File: config.mk
export PLATFORM = sky130hd
export DESIGN_NAME = gpio_port_slice
export DESIGN_NICKNAME = d
export VERILOG_FILES = /design/src/rtl/gpio_port_pkg.sv /design/src/rtl/gpio_mode_fsm.sv /design/src/rtl/gpio_pin_sync.sv /design/src/rtl/gpio_port_regs.sv /design/src/rtl/gpio_pin_mux.sv /design/src/rtl/gpio_port_slice.sv
export SDC_FILE = /design/constraint.sdc
export NUM_CORES = 1
export LEC_CHECK = 0
export ABC_AREA = 1
export BUFFER_PORTS_ARGS = -buffer_cell sky130_fd_sc_hd__buf_2
export CAP_MARGIN = 20
export CORE_MARGIN = 4
export CORE_UTILIZATION = 49
export CTS_CLUSTER_DIAMETER = 200
export DETAILED_ROUTE_END_ITERATION = 16
export GPL_TIMING_DRIVEN = 0
export PLACE_DENSITY = 0.76
export SLEW_MARGIN = 40
export SYNTH_ARGS = -nofsm -noshare
export SYNTH_HDL_FRONTEND = slang
export SYNTH_SLANG_ARGS = --single-unit
File: constraint.sdc
create_clock -name clk -period 1.6 [get_ports clk]
set_clock_uncertainty 0.15 [all_clocks]
set_input_delay 0.16 -clock clk [delete_from_list [all_inputs] [get_ports clk]]
set_output_delay 0.16 -clock clk [all_outputs]
set_load 0.01 [all_outputs]
File: src/rtl/gpio_port_pkg.sv
package gpio_port_pkg;
    typedef enum logic [1:0] {
        MODE_RUN       = 2'd0,
        MODE_SOFT_STBY = 2'd1,
        MODE_HARD_STBY = 2'd2
    } port_mode_e;
endpackage

File: src/rtl/gpio_mode_fsm.sv
module gpio_mode_fsm
    import gpio_port_pkg::*;
(
    input  logic       clk,
    input  logic       rst_n,
    input  logic       hw_stby,
    input  logic       sw_stby,
    output port_mode_e mode_q,
    output logic       wr_allow,
    output logic       pads_hold,
    output logic       pads_off
);
    port_mode_e mode_d;

    // next-state decision: T_HARD_ENTER > T_SOFT_ENTER > T_RESUME
    always_comb begin
        mode_d = mode_q;
        unique case (mode_q)
            MODE_RUN: begin
                if (hw_stby)      mode_d = MODE_HARD_STBY;
                else if (sw_stby) mode_d = MODE_SOFT_STBY;
                else              mode_d = MODE_RUN;
            end
            MODE_SOFT_STBY: begin
                if (hw_stby)      mode_d = MODE_HARD_STBY;
                else if (sw_stby) mode_d = MODE_SOFT_STBY;
                else              mode_d = MODE_RUN;
            end
            MODE_HARD_STBY: begin
                if (hw_stby)      mode_d = MODE_HARD_STBY;
                else if (sw_stby) mode_d = MODE_SOFT_STBY;
                else              mode_d = MODE_RUN;
            end
            default: mode_d = MODE_HARD_STBY;
        endcase
    end

    always_ff @(posedge clk) begin
        if (!rst_n) mode_q <= MODE_RUN;
        else        mode_q <= mode_d;
    end

    always_comb begin
        wr_allow  = 1'b0;
        pads_hold = 1'b0;
        pads_off  = 1'b0;
        unique case (mode_q)
            MODE_RUN:       wr_allow  = !hw_stby && !sw_stby;
            MODE_SOFT_STBY: pads_hold = 1'b1;
            MODE_HARD_STBY: pads_off  = 1'b1;
            default:        pads_off  = 1'b1;
        endcase
    end

    assert_hw_wins_R9: assert property (@(posedge clk) disable iff (!rst_n)
        hw_stby |=> (mode_q == MODE_HARD_STBY));
    assert_soft_entry_R8: assert property (@(posedge clk) disable iff (!rst_n)
        (sw_stby && !hw_stby) |=> (mode_q == MODE_SOFT_STBY));
endmodule

File: src/rtl/gpio_pin_sync.sv
module gpio_pin_sync #(
    parameter int WIDTH = 5
) (
    input  logic             clk,
    input  logic             rst_n,
    input  logic [WIDTH-1:0] async_in,
    output logic [WIDTH-1:0] sync_out
);
    logic [WIDTH-1:0] stage1;

    always_ff @(posedge clk) begin
        if (!rst_n) begin
            stage1   <= '0;
            sync_out <= '0;
        end else begin
            stage1   <= async_in;
            sync_out <= stage1;
        end
    end
endmodule

File: src/rtl/gpio_port_regs.sv
module gpio_port_regs #(
    parameter int          NUM_PINS  = 5,
    parameter int          REG_W     = 8,
    parameter int          ADDR_W    = 2,
    parameter int          DIR_ADDR  = 0,
    parameter int          DATA_ADDR = 1,
    parameter logic [7:0]  DIR_INIT  = 8'hF0,
    parameter logic [7:0]  DATA_INIT = 8'hE0
) (
    input  logic                clk,
    input  logic                rst_n,
    input  logic                hw_stby,
    input  logic                wr_allow,
    input  logic                bus_wr,
    input  logic [ADDR_W-1:0]   bus_addr,
    input  logic [REG_W-1:0]    bus_wdata,
    output logic [NUM_PINS-1:0] dir_q,
    output logic [NUM_PINS-1:0] data_q
);
    localparam logic [NUM_PINS-1:0] DIR_RST  = DIR_INIT[NUM_PINS-1:0];
    localparam logic [NUM_PINS-1:0] DATA_RST = DATA_INIT[NUM_PINS-1:0];

    logic unused_wdata_hi;
    assign unused_wdata_hi = ^bus_wdata[REG_W-1:NUM_PINS];

    logic take_dir, take_data;
    assign take_dir  = wr_allow && bus_wr && (bus_addr == ADDR_W'(DIR_ADDR));
    assign take_data = wr_allow && bus_wr && (bus_addr == ADDR_W'(DATA_ADDR));

    always_ff @(posedge clk) begin
        if (!rst_n || hw_stby) begin
            dir_q  <= DIR_RST;
            data_q <= DATA_RST;
        end else begin
            if (take_dir)  dir_q  <= bus_wdata[NUM_PINS-1:0];
            if (take_data) data_q <= bus_wdata[NUM_PINS-1:0];
        end
    end

    assert_hw_reinit_R3: assert property (@(posedge clk) disable iff (!rst_n)
        hw_stby |=> (dir_q == DIR_RST && data_q == DATA_RST));
    assert_write_next_edge_R10: assert property (@(posedge clk) disable iff (!rst_n)
        (wr_allow && bus_wr && !hw_stby && bus_addr == ADDR_W'(DATA_ADDR))
        |=> (data_q == $past(bus_wdata[NUM_PINS-1:0])));
    assert_regs_kept_R8: assert property (@(posedge clk) disable iff (!rst_n)
        (!wr_allow && !hw_stby) |=> ($stable(dir_q) && $stable(data_q)));
endmodule

File: src/rtl/gpio_pin_mux.sv
module gpio_pin_mux #(
    parameter int NUM_PINS = 5,
    parameter int RFSH_PIN = 0
) (
    input  logic                clk,
    input  logic                rst_n,
    input  logic [NUM_PINS-1:0] dir_q,
    input  logic [NUM_PINS-1:0] data_q,
    input  logic                rfsh_en,
    input  logic                rfsh_strobe,
    input  logic [NUM_PINS-2:0] cs_n,
    input  logic                pads_hold,
    input  logic                pads_off,
    output logic [NUM_PINS-1:0] pin_oe,
    output logic [NUM_PINS-1:0] pin_out
);
    logic [NUM_PINS-1:0] live_oe, live_out;
    logic [NUM_PINS-1:0] cur_oe, cur_out;
    logic [NUM_PINS-1:0] hold_oe, hold_out;

    for (genvar k = 0; k < NUM_PINS; k++) begin : g_pin
        if (k == RFSH_PIN) begin : g_rfsh
            always_comb begin
                if (rfsh_en) begin
                    live_oe[k]  = 1'b1;
                    live_out[k] = rfsh_strobe;
                end else begin
                    live_oe[k]  = dir_q[k];
                    live_out[k] = dir_q[k] & data_q[k];
                end
            end
        end else begin : g_cs
            localparam int CS_IDX = (k < RFSH_PIN) ? k : k - 1;
            assign live_oe[k]  = dir_q[k];
            assign live_out[k] = dir_q[k] & cs_n[CS_IDX];
        end
    end

    assign cur_oe  = pads_off ? '0 : live_oe;
    assign cur_out = pads_off ? '0 : live_out;

    always_ff @(posedge clk) begin
        if (!rst_n) begin
            hold_oe  <= '0;
            hold_out <= '0;
        end else if (!pads_hold) begin
            hold_oe  <= cur_oe;
            hold_out <= cur_out;
        end
    end

    assign pin_oe  = pads_hold ? hold_oe  : cur_oe;
    assign pin_out = pads_hold ? hold_out : cur_out;

    assert_pads_float_R9: assert property (@(posedge clk) disable iff (!rst_n)
        pads_off |-> (pin_oe == '0));
    assert_frozen_R8: assert property (@(posedge clk) disable iff (!rst_n)
        pads_hold |-> (pin_oe == $past(pin_oe) && pin_out == $past(pin_out)));
    assert_rfsh_owns_R6: assert property (@(posedge clk) disable iff (!rst_n)
        (!pads_hold && !pads_off && rfsh_en)
        |-> (pin_oe[RFSH_PIN] && pin_out[RFSH_PIN] == rfsh_strobe));
endmodule

File: src/rtl/gpio_port_slice.sv
module gpio_port_slice
    import gpio_port_pkg::*;
#(
    parameter int         NUM_PINS  = 5,
    parameter int         REG_W     = 8,
    parameter int         ADDR_W    = 2,
    parameter int         DIR_ADDR  = 0,
    parameter int         DATA_ADDR = 1,
    parameter int         RFSH_PIN  = 0,
    parameter logic [7:0] DIR_INIT  = 8'hF0,
    parameter logic [7:0] DATA_INIT = 8'hE0
) (
    input  logic                clk,
    input  logic                rst_n,
    input  logic                hw_stby,
    input  logic                sw_stby,
    input  logic [ADDR_W-1:0]   bus_addr,
    input  logic                bus_rd,
    input  logic                bus_wr,
    input  logic [REG_W-1:0]    bus_wdata,
    output logic [REG_W-1:0]    bus_rdata,
    input  logic [NUM_PINS-1:0] pin_in,
    output logic [NUM_PINS-1:0] pin_oe,
    output logic [NUM_PINS-1:0] pin_out,
    input  logic                rfsh_en,
    input  logic                rfsh_strobe,
    input  logic [NUM_PINS-2:0] cs_n
);
    port_mode_e          mode_q;
    logic                wr_allow, pads_hold, pads_off;
    logic [NUM_PINS-1:0] dir_q, data_q, pin_sync;
    logic [REG_W-1:0]    port_view;

    gpio_pin_sync #(.WIDTH(NUM_PINS)) u_sync (
        .clk(clk), .rst_n(rst_n), .async_in(pin_in), .sync_out(pin_sync)
    );

    gpio_mode_fsm u_fsm (
        .clk(clk), .rst_n(rst_n), .hw_stby(hw_stby), .sw_stby(sw_stby),
        .mode_q(mode_q), .wr_allow(wr_allow), .pads_hold(pads_hold),
        .pads_off(pads_off)
    );

    gpio_port_regs #(
        .NUM_PINS(NUM_PINS), .REG_W(REG_W), .ADDR_W(ADDR_W),
        .DIR_ADDR(DIR_ADDR), .DATA_ADDR(DATA_ADDR),
        .DIR_INIT(DIR_INIT), .DATA_INIT(DATA_INIT)
    ) u_regs (
        .clk(clk), .rst_n(rst_n), .hw_stby(hw_stby), .wr_allow(wr_allow),
        .bus_wr(bus_wr), .bus_addr(bus_addr), .bus_wdata(bus_wdata),
        .dir_q(dir_q), .data_q(data_q)
    );

    gpio_pin_mux #(.NUM_PINS(NUM_PINS), .RFSH_PIN(RFSH_PIN)) u_mux (
        .clk(clk), .rst_n(rst_n), .dir_q(dir_q), .data_q(data_q),
        .rfsh_en(rfsh_en), .rfsh_strobe(rfsh_strobe), .cs_n(cs_n),
        .pads_hold(pads_hold), .pads_off(pads_off),
        .pin_oe(pin_oe), .pin_out(pin_out)
    );

    always_comb begin
        port_view = '1;
        for (int k = 0; k < NUM_PINS; k++)
            port_view[k] = dir_q[k] ? data_q[k] : pin_sync[k];
    end

    always_comb begin
        bus_rdata = '0;
        if (bus_rd) begin
            if (bus_addr == ADDR_W'(DIR_ADDR))       bus_rdata = '1;
            else if (bus_addr == ADDR_W'(DATA_ADDR)) bus_rdata = port_view;
        end
    end

    assert_dir_reads_ones_R2: assert property (@(posedge clk) disable iff (!rst_n)
        (bus_rd && bus_addr == ADDR_W'(DIR_ADDR)) |-> (bus_rdata == '1));
    assert_reserved_ones_R4: assert property (@(posedge clk) disable iff (!rst_n)
        (bus_rd && bus_addr == ADDR_W'(DATA_ADDR))
        |-> (bus_rdata[REG_W-1:NUM_PINS] == '1));
    assert_read_source_R5: assert property (@(posedge clk) disable iff (!rst_n)
        (bus_rd && bus_addr == ADDR_W'(DATA_ADDR) && !dir_q[0])
        |-> (bus_rdata[0] == $past(pin_in[0], 2)));
    assert_idle_bus_R10: assert property (@(posedge clk) disable iff (!rst_n)
        !bus_rd |-> (bus_rdata == '0));
endmodule

## After elaboration in Yosys (flattened, before gate mapping)

Index checks and enable logic that the tools add are counted.
Widths: inputs -> output; s select.

| operators by class | value |
|---|---|
| muxes and demuxes | 19 |
| bitwise logic cells | 7 |
| reduce and logical (&&, ||, !) cells | 13 |
| equal/unequal tests | 3 |

Operator list:

| kind | count |
|---|---|
| $mux 8 | 3 |
| $mux 5 | 4 |
| $mux 1 | 10 |
| $reduce_or 3->1 | 2 |
| $and 1x1->1 | 5 |
| $eq 2x1->1 const B | 2 |
| $logic_and 1x1->1 | 4 |
| $logic_not 2->1 | 2 |
| $mux 2 | 2 |
| $logic_not 1->1 | 3 |
| $eq 2x2->1 const B | 1 |
| $not 1->1 | 2 |
| $reduce_or 2->1 | 1 |
| $logic_or 1x1->1 | 1 |

| word-level totals | value |
|---|---|
| bits of input ports | 27 |
| bits in registers | 32 |

## Depth between registers and ports, before layout

Gate-level depths: netlist of run 1.

| depth | value |
|---|---|
| depth in word-level cells | 5 |
| mapped depth | 6 |
| depth with buffers taken out | 6 |

## Modules after synthesis

From an unflattened synthesis of run 1, not the netlist that was laid out.

| unflattened totals | value |
|---|---|
| cell total of the unflattened synthesis | 205 |
| area, all modules | 1,407.6 µm² |

Modules (own cells, without submodules):

| module | cells an instance | area an instance (µm²) | seq. area each (µm²) | times used |
|---|---|---|---|---|
| gpio_port_regs | 66 | 464.2 | 200.2 | 1 |
| gpio_pin_mux | 58 | 411.6 | 200.2 | 1 |
| gpio_pin_sync | 31 | 286.5 | 200.2 | 1 |
| gpio_port_slice | 35 | 146.4 | 0.0 | 1 |
| gpio_mode_fsm | 15 | 98.8 | 40.0 | 1 |

## Least setup slack after synthesis of run 1

Ideal clock, no wire load.

| path | value |
|---|---|
| path kind | register to register |
| start | reg u_fsm.mode_q[1] |
| end | reg u_regs.dir_q[1] |
| cell stages (with the launch flop) | 7 |
| period minus slack after synthesis | 1,158 ps |
| arrival | 895 ps |
| setup slack | 442 ps |
| required time | 1,337 ps |
| cell sequence | dfxtp_1 nor2_4 inv_2 nor2_8 nand3_1 nand2_1 nor2_1 |

| between the ends | value |
|---|---|
| cells in the longest elaborated chain, start to end | 4 |

Ends and longest elaborated chain:

| item | RTL line | RTL |
|---|---|---|
| start, declared | gpio_mode_fsm.sv:8 | `output port_mode_e mode_q,` |
| start signal, assigned | gpio_mode_fsm.sv:40 | `else mode_q <= mode_d;` |
| $logic_not 2->1 | gpio_mode_fsm.sv:47 | `unique case (mode_q)` |
| $mux 1 | gpio_mode_fsm.sv:47 |  |
| $logic_and 1x1->1 (2 in a row) | gpio_port_regs.sv:27 | `assign take_dir = wr_allow && bus_wr && (bus_addr == ADDR_W'(DIR_ADDR));` |
| end signal, assigned | gpio_port_regs.sv:35 | `if (take_dir) dir_q <= bus_wdata[NUM_PINS-1:0];` |
| end, declared | gpio_port_regs.sv:17 | `output logic [NUM_PINS-1:0] dir_q,` |

No other way between the ends.
A chain may end at the register's enable or synchronous reset.

## Worst setup path in the final report of run 1

| path | value |
|---|---|
| start | reg u_fsm.mode_q[1] |
| end | out pin_out[3] |

| between the ends | value |
|---|---|
| cells in the longest elaborated chain, start to end | 4 |
| elaborated cells between the ends (all ways) | 6 |
| classes of those cells | 1 x eq/ne; 3 x mux; 2 x reduce/logical |

Ends and longest elaborated chain:

| item | RTL line | RTL |
|---|---|---|
| $eq 2x1->1 or $logic_not 2->1 (tied branches) | gpio_mode_fsm.sv:47 |  |
| $reduce_or 2->1 (no source line) | -- |  |
| $mux 5 | gpio_pin_mux.sv:40 | `assign cur_out = pads_off ? '0 : live_out;` |
| $mux 5 * | gpio_pin_mux.sv:53 | `assign pin_out = pads_hold ? hold_out : cur_out;` |
| end, declared | gpio_port_slice.sv:24 | `output logic [NUM_PINS-1:0] pin_out,` |

Every way passes the cells marked *; elsewhere a longest branch is shown, timed or not.

==> impl_metrics.py, run 1 <==
metrics = {
    "placed_design": {
        "hpwlAfterDp_um": 2140,
        "io_buffers": 41,
        "routabilityCongestion": 0.787,
    },
    "finish": {
        "multiInputGateArea_sq_um": 591,
        "drive_above_1_share": 0.312,
        "areaGrowthSynthToFinish_pct": 31.8,
        "seq_area_sq_um": 646,
        "antenna_cells": 0,
        "fillers": 248,
        "fin_nets": 280,
    },
    "global_routing": {
        "use_met2": 0.287,
        "met3_usage": 0.0650,
        "grt_pass1_wl_um": 4600,
        "grt_pass1_vias": 1103,
        "track_usage": 0.169,
        "gr-total-overflow": 0,
        "grt_start_max_net_pins": 11,
        "met1_usage": 0.185,
        "grt.busiest_layer": "met2",
        "antenna_found_initial": 0,
    },
    "critical_path": {
        "endpoint_kind": "output pin",
        "path_buf_inv": 1,
        "cp_slowest_cell": "dfxtp_2",
        "cp.arrival_ps": 1270,
        "crit_type": "reg -> out",
        "cp-start-kind": "flop",
        "max_stage_delay_ps": 350,
        "crit_family": "flip-flops",
        "critPathMaxFanout": 6,
        "cp_cell_sequence": "nor2_4 > nand2_2 > o22ai_2 > buf_2",
        "r2r_start": "u_fsm.mode_q[1]",
        "critPathLaunch": "u_fsm.mode_q[1]",
        "cp_data_required_time_ps": 1290,
    },
    "routing": {
        "first_iter_violations": 48,
        "drc": 0,
        "vias": 1305,
        "wl_per_cell_um": 9.98,
        "drt_wl_total_um": 2830,
        "firstDrtPassIters": 4,
        "avgViaCountPerCell": 4.60,
        "postRouteAntennaNets": 0,
    },
    "synth": {
        "syn_nets": 220,
        "seq_area_frac_synth": 0.458,
        "muxShareOfSynthArea": 0,
        "syn_area_sq_mm": 0.00140,
        "synth-adder-area-share": 0,
        "synth-xor-area-share": 0,
        "avgSynthCellArea_sq_um": 7.24,
        "synth.distinct_cells": 19,
        "yosys_register_bits": 32,
        "ys.warnings.count": 0,
        "synth_compound_area_frac": 0.113,
        "yosys.area_share.simple": 0.299,
        "syn_inst": 193,
        "synth_top_family_by_area": "simple AND/OR/NAND/NOR gates",
    },
    "timing": {
        "final_hold_viol_count": 0,
        "slew_viol_final": 0,
        "finalSetupViolations": 0,
        "holdWs_ps": 4.37,
        "period_share": 0.988,
        "min_period_ps": 1580,
        "max_slew.worst_pin.slew_ps": 449,
        "final.setup.tns_ps": 0,
        "fmax_mhz": 633,
        "relSlewSlack": 0.701,
        "rsz0062_at_grt": "true",
    },
    "clock_network": {
        "cts-root-buf": "clkbuf_4",
        "clk_path_buf_depth": 2,
        "insertion_delay_ps": 330,
        "cts.clk_slew.worst_paths_ps": 90,
        "cts_sinks": 32,
        "htree_levels": 2,
        "tritoncts.num_buffers": 5,
        "cts_tree": "done",
    },
    "min_path": {
        "min_from": "bus_wdata[3]",
        "holdCritPathClass": "in -> reg",
    },
    "power_and_ir_drop": {
        "peakVddDrop_mv": 0.736,
        "power_density_mw_per_mm2": 832,
        "p_leak_uw": 0.000946,
    },
    "floorplan": {
        "fp.dieH_um": 61.4,
        "io-pin-count": 45,
        "start_util": 0.511,
        "core_area_sq_mm": 0.00273,
        "die_w_um": 61.4,
        "rows": 19,
        "die-area_sq_mm": 0.00377,
    },
    "flow_run": {
        "drv_cap": 0,
    },
    "run_status": {
        "status": "finished clean",
    },
}
layer usage:
layer  routed length [um]  share of wire
met5                    0              0
met4                   53          0.019
met3                  235          0.083
met2                 1360           0.48
met1                 1180           0.42
what timing repair did:
action	in CTS	in global routing
hold buffers	9	0
pin swaps	1	3
gates resized for setup	6	9
endpoints found under the hold margin	8	0
endpoints found under the setup margin	10	12
setup buffers	1	2
cells in the mapped netlist:
cell       n  area (sq um)
nand2_1   45           169
inv_1     38           143
dfxtp_1   32           641
nor2_1    26          97.6
a21oi_1   12          60.1
nand3_1   11          55.1
o21ai_0    5          25.0
o22ai_2    4          50.1
inv_2      3          11.3
nor2_4     3          33.8
o211ai_1   3          22.5
buf_4      2          15.0
clkbuf_1   2          7.51
nor2_2     2          12.5
and3_1     1          6.26
buf_2      1          5.00
nand2_2    1          6.26
nand3_4    1          17.5
nor2_8     1          20.0
worst paths after layout:
kind,to,slack (ps),cells after the start
worst min register to register,u_sync.sync_out[0],260,2
worst max register to register,u_regs.data_q[2],140,8
worst min-delay path,u_regs.dir_q[3],4,5
worst max-delay path,pin_out[3],20,4
cell type report:
cell class	instances	area share
Tap cell	31	0.0211
Clock buffer	7	0.0353
Sequential cell	32	0.351
Inverter	41	0.0849
Timing Repair Buffer	53	0.173
Buffer	5	0.0149
Multi-Input combinational cell	115	0.321
worst reg2reg max path, delay by kind of cell, from the launching register on:
family                 cells  cell delay, ps
buffers and inverters      3             310
DFF                        1             350
and+or+nand+nor            5             550
state kept, by name, indices dropped and copies added (netlist names):
register / count
u_fsm.mode_q: 2
u_mux.hold_oe: 5
u_mux.hold_out: 5
u_regs.data_q: 5
u_regs.dir_q: 5
u_sync.stage1: 5
u_sync.sync_out: 5
where the power goes:
part | switching [uW] | leakage [uW] | internal (uW) | total, uW
Sequential | 9.57 | 0.000262 | 819 | 828
Clock | 260 | 0.0000374 | 249 | 509
Combinational | 107 | 0.000647 | 88.3 | 195
Total | 376 | 0.000946 | 1160 | 1530
placed cells by master (no fill, tap or decap):
cell type / instances
nor2_2: 2
nand2_2: 4
inv_2: 4
nand2_4: 1
clkbuf_1: 2
and3_1: 1
dfxtp_2: 4
inv_1: 36
nor2_1: 26
nor2_4: 3
clkbuf_4: 5
buf_2: 42
clkbuf_8: 2
dfxtp_1: 28
nand3_1: 11
nand3_4: 1
a21oi_1: 12
o211ai_1: 3
o22ai_2: 4
dlygate4sd3_1: 9
nor2_8: 1
o21ai_1: 3
inv_4: 1
nand2_1: 41
o21ai_0: 2
buf_4: 5
per-stage QoR:
stage | utilization | cells | instance area, sq um | power [uW] | worst slack, ps
after floorplan | - | 193 | 1400 | 948 | 443
after global placement | 0.600 | 265 | 1640 | 1010 | 231
after detailed placement | 0.600 | 265 | 1640 | 1020 | 226
after CTS | 0.665 | 282 | 1820 | 1540 | 4.84
after global routing | 0.674 | 284 | 1840 | 1600 | -71.4
final | 0.674 | 284 | 1840 | 1530 | 19.8
logic make-up after synthesis:
logic type,Yosys count
flip-flops,32
AND/OR/NAND/NOR,91
buffers and inverters,46
AO/OA/AOI/OAI,24
(Power assumes the default switching activity.)
==> inputs of run 2 (changes only) <==
--- a/config.mk
+++ b/config.mk
@@ -9,11 +9,11 @@
 export BUFFER_PORTS_ARGS = -buffer_cell sky130_fd_sc_hd__buf_2
 export CAP_MARGIN = 20
 export CORE_MARGIN = 4
-export CORE_UTILIZATION = 49
+export CORE_UTILIZATION = 40
 export CTS_CLUSTER_DIAMETER = 200
 export DETAILED_ROUTE_END_ITERATION = 16
 export GPL_TIMING_DRIVEN = 0
-export PLACE_DENSITY = 0.76
+export PLACE_DENSITY = 0.64
 export SLEW_MARGIN = 40
 export SYNTH_ARGS = -nofsm -noshare
 export SYNTH_HDL_FRONTEND = slang
==> run 2 against run 1 <==
Compared with the run above: non-clock buffer count shrank 1; maximum frequency grew 1.4%; final area increased by 0.27%; critical path type unchanged.
==> impl_metrics.py, run 2 (synthesis results as in run 1) <==
metrics = {
    "floorplan": {
        "core_area_sq_mm": 0.00336,
        "die_w_um": 67.1,
        "io-pin-count": 45,
        "die-area_sq_mm": 0.00450,
        "start_util": 0.416,
        "rows": 21,
        "fp.dieH_um": 67.1,
    },
    "clock_network": {
        "cts-root-buf": "clkbuf_4",
        "htree_levels": 2,
        "cts_sinks": 32,
        "cts.clk_slew.worst_paths_ps": 90,
        "tritoncts.num_buffers": 5,
        "insertion_delay_ps": 320,
        "clk_path_buf_depth": 2,
        "cts_tree": "done",
    },
    "routing": {
        "drc": 0,
        "postRouteAntennaNets": 0,
        "first_iter_violations": 31,
        "vias": 1289,
        "drt_wl_total_um": 2830,
        "avgViaCountPerCell": 4.31,
        "wl_per_cell_um": 9.47,
        "firstDrtPassIters": 4,
    },
    "finish": {
        "fillers": 368,
        "multiInputGateArea_sq_um": 591,
        "fin_nets": 279,
        "final_cell_mix": "buf_2, nand2_1, inv_1, dfxtp_1, nor2_1",
        "drive_above_1_share": 0.304,
        "areaGrowthSynthToFinish_pct": 32.1,
        "stdcell_count": 299,
        "antenna_cells": 0,
        "layout_commonest_cell": "buf_2",
        "seq_area_sq_um": 646,
    },
    "placed_design": {
        "post-place-cells": 280,
        "routabilityCongestion": 0.805,
        "io_buffers": 41,
        "hpwlAfterDp_um": 2170,
        "post-place-ws_ps": 232,
    },
    "global_routing": {
        "grt_pass1_wl_um": 4820,
        "track_usage": 0.143,
        "gr-total-overflow": 0,
        "grt_start_max_net_pins": 11,
        "grt_pass1_vias": 1161,
        "antenna_found_initial": 0,
    },
    "power_and_ir_drop": {
        "intPower_uw": 1120,
        "seq_power_share": 0.556,
        "peakVddDrop_mv": 0.493,
        "power_density_mw_per_mm2": 806,
        "switching_share": 0.247,
        "p_comb_frac": 0.130,
        "switchingPower_uw": 367,
        "p_leak_uw": 0.000937,
        "p_clk_frac": 0.314,
    },
    "timing": {
        "relSlewSlack": 0.701,
        "final.setup.worst_slack_ps": 41.2,
        "finalSetupViolations": 0,
        "period_share": 0.974,
        "slew_viol_final": 0,
        "fmax_mhz": 642,
        "final_hold_viol_count": 0,
        "holdWs_ps": 15.2,
        "max_slew.worst_pin.slew_ps": 449,
        "min_period_ps": 1560,
        "rsz0062_at_grt": "true",
    },
    "critical_path": {
        "cp.arrival_ps": 1250,
        "endpoint_kind": "output pin",
        "crit_type": "reg -> out",
        "cp_data_required_time_ps": 1290,
        "rr_worst_depth": 7,
        "cp-start-kind": "flop",
        "critPathMaxFanout": 6,
    },
    "run_status": {
        "status": "finished clean",
    },
    "flow_run": {
        "drv_cap": 0,
    },
    "min_path": {
        "holdCritPathClass": "in -> reg",
        "whs_path_depth": 5,
    },
}
==> run 2: changes by cell type in the layout (fill, tap and decap cells not counted) <==
cell / change
clkbuf_8: -1
o21ai_1: -1
clkbuf_1: +2
o21ai_0: +1
buf_4: -1
==> run 2: path summary, 6_finish.rpt <==
path	end	start	slack (ps)
setup reg to reg	u_regs.data_q[2]	u_fsm.mode_q[1]	220
hold / removal	u_regs.dir_q[0]	bus_wdata[0]	20
hold reg to reg	u_sync.sync_out[0]	u_sync.stage1[0]	270
setup / recovery	pin_out[1]	u_fsm.mode_q[1]	40
==> run 2: worst max-delay path, stage by stage (launching register included) <==
cell	delay, ps
dfxtp_2	350
nor2_4	200
nand2_2	110
o22ai_2	110
buf_2	150
==> run 2: power groups by stage <==
stage               clock network [uW]  logic (uW)  registers, uW
finish                             467         194            828
global route                       525         222            830
CTS                                489         194            828
detailed placement                   0         172            845
global placement                     0         171            845
floorplan                            0         105            844
==> run 2: repair_timing <==
action | CTS | global route
endpoints found under the hold margin | 8 | 0
setup endpoints to repair | 10 | 12
pin swaps | 1 | 1
buffers inserted | 1 | 1
gates resized for setup | 4 | 10
hold buffers | 9 | 0
==> run 2: final cells by class <==
type                       instances  share of cell area
buffer                             5              0.0149
tap                               46              0.0312
multi-input combinational        115               0.320
inverter                          41              0.0847
clock buffer                       8              0.0318
timing repair buffer              52               0.168
sequential                        32               0.350
==> run 2: through the flow <==
step | total power [uW] | area, sq um | util | TNS, ps
2_1_floorplan | 948 | 1400 | - | 0
3_3_place_gp | 1020 | 1660 | 0.494 | 0
3_5_place_dp | 1020 | 1660 | 0.494 | 0
4_1_cts | 1510 | 1820 | 0.542 | 0
5_1_grt | 1580 | 1850 | 0.549 | -190
6_report | 1490 | 1850 | 0.549 | 0
==> run 2: per-layer routing <==
| metal | share of wire | global-route usage | vias up |
|---|---|---|---|
| met2 | 0.48 | 0.242 | 33 |
| met4 | 0.0067 | 0.0759 | 0 |
| met1 | 0.43 | 0.155 | 556 |
| met3 | 0.078 | 0.0506 | 2 |
| met5 | 0 | 0 | - |
| li1 | - | - | 698 |
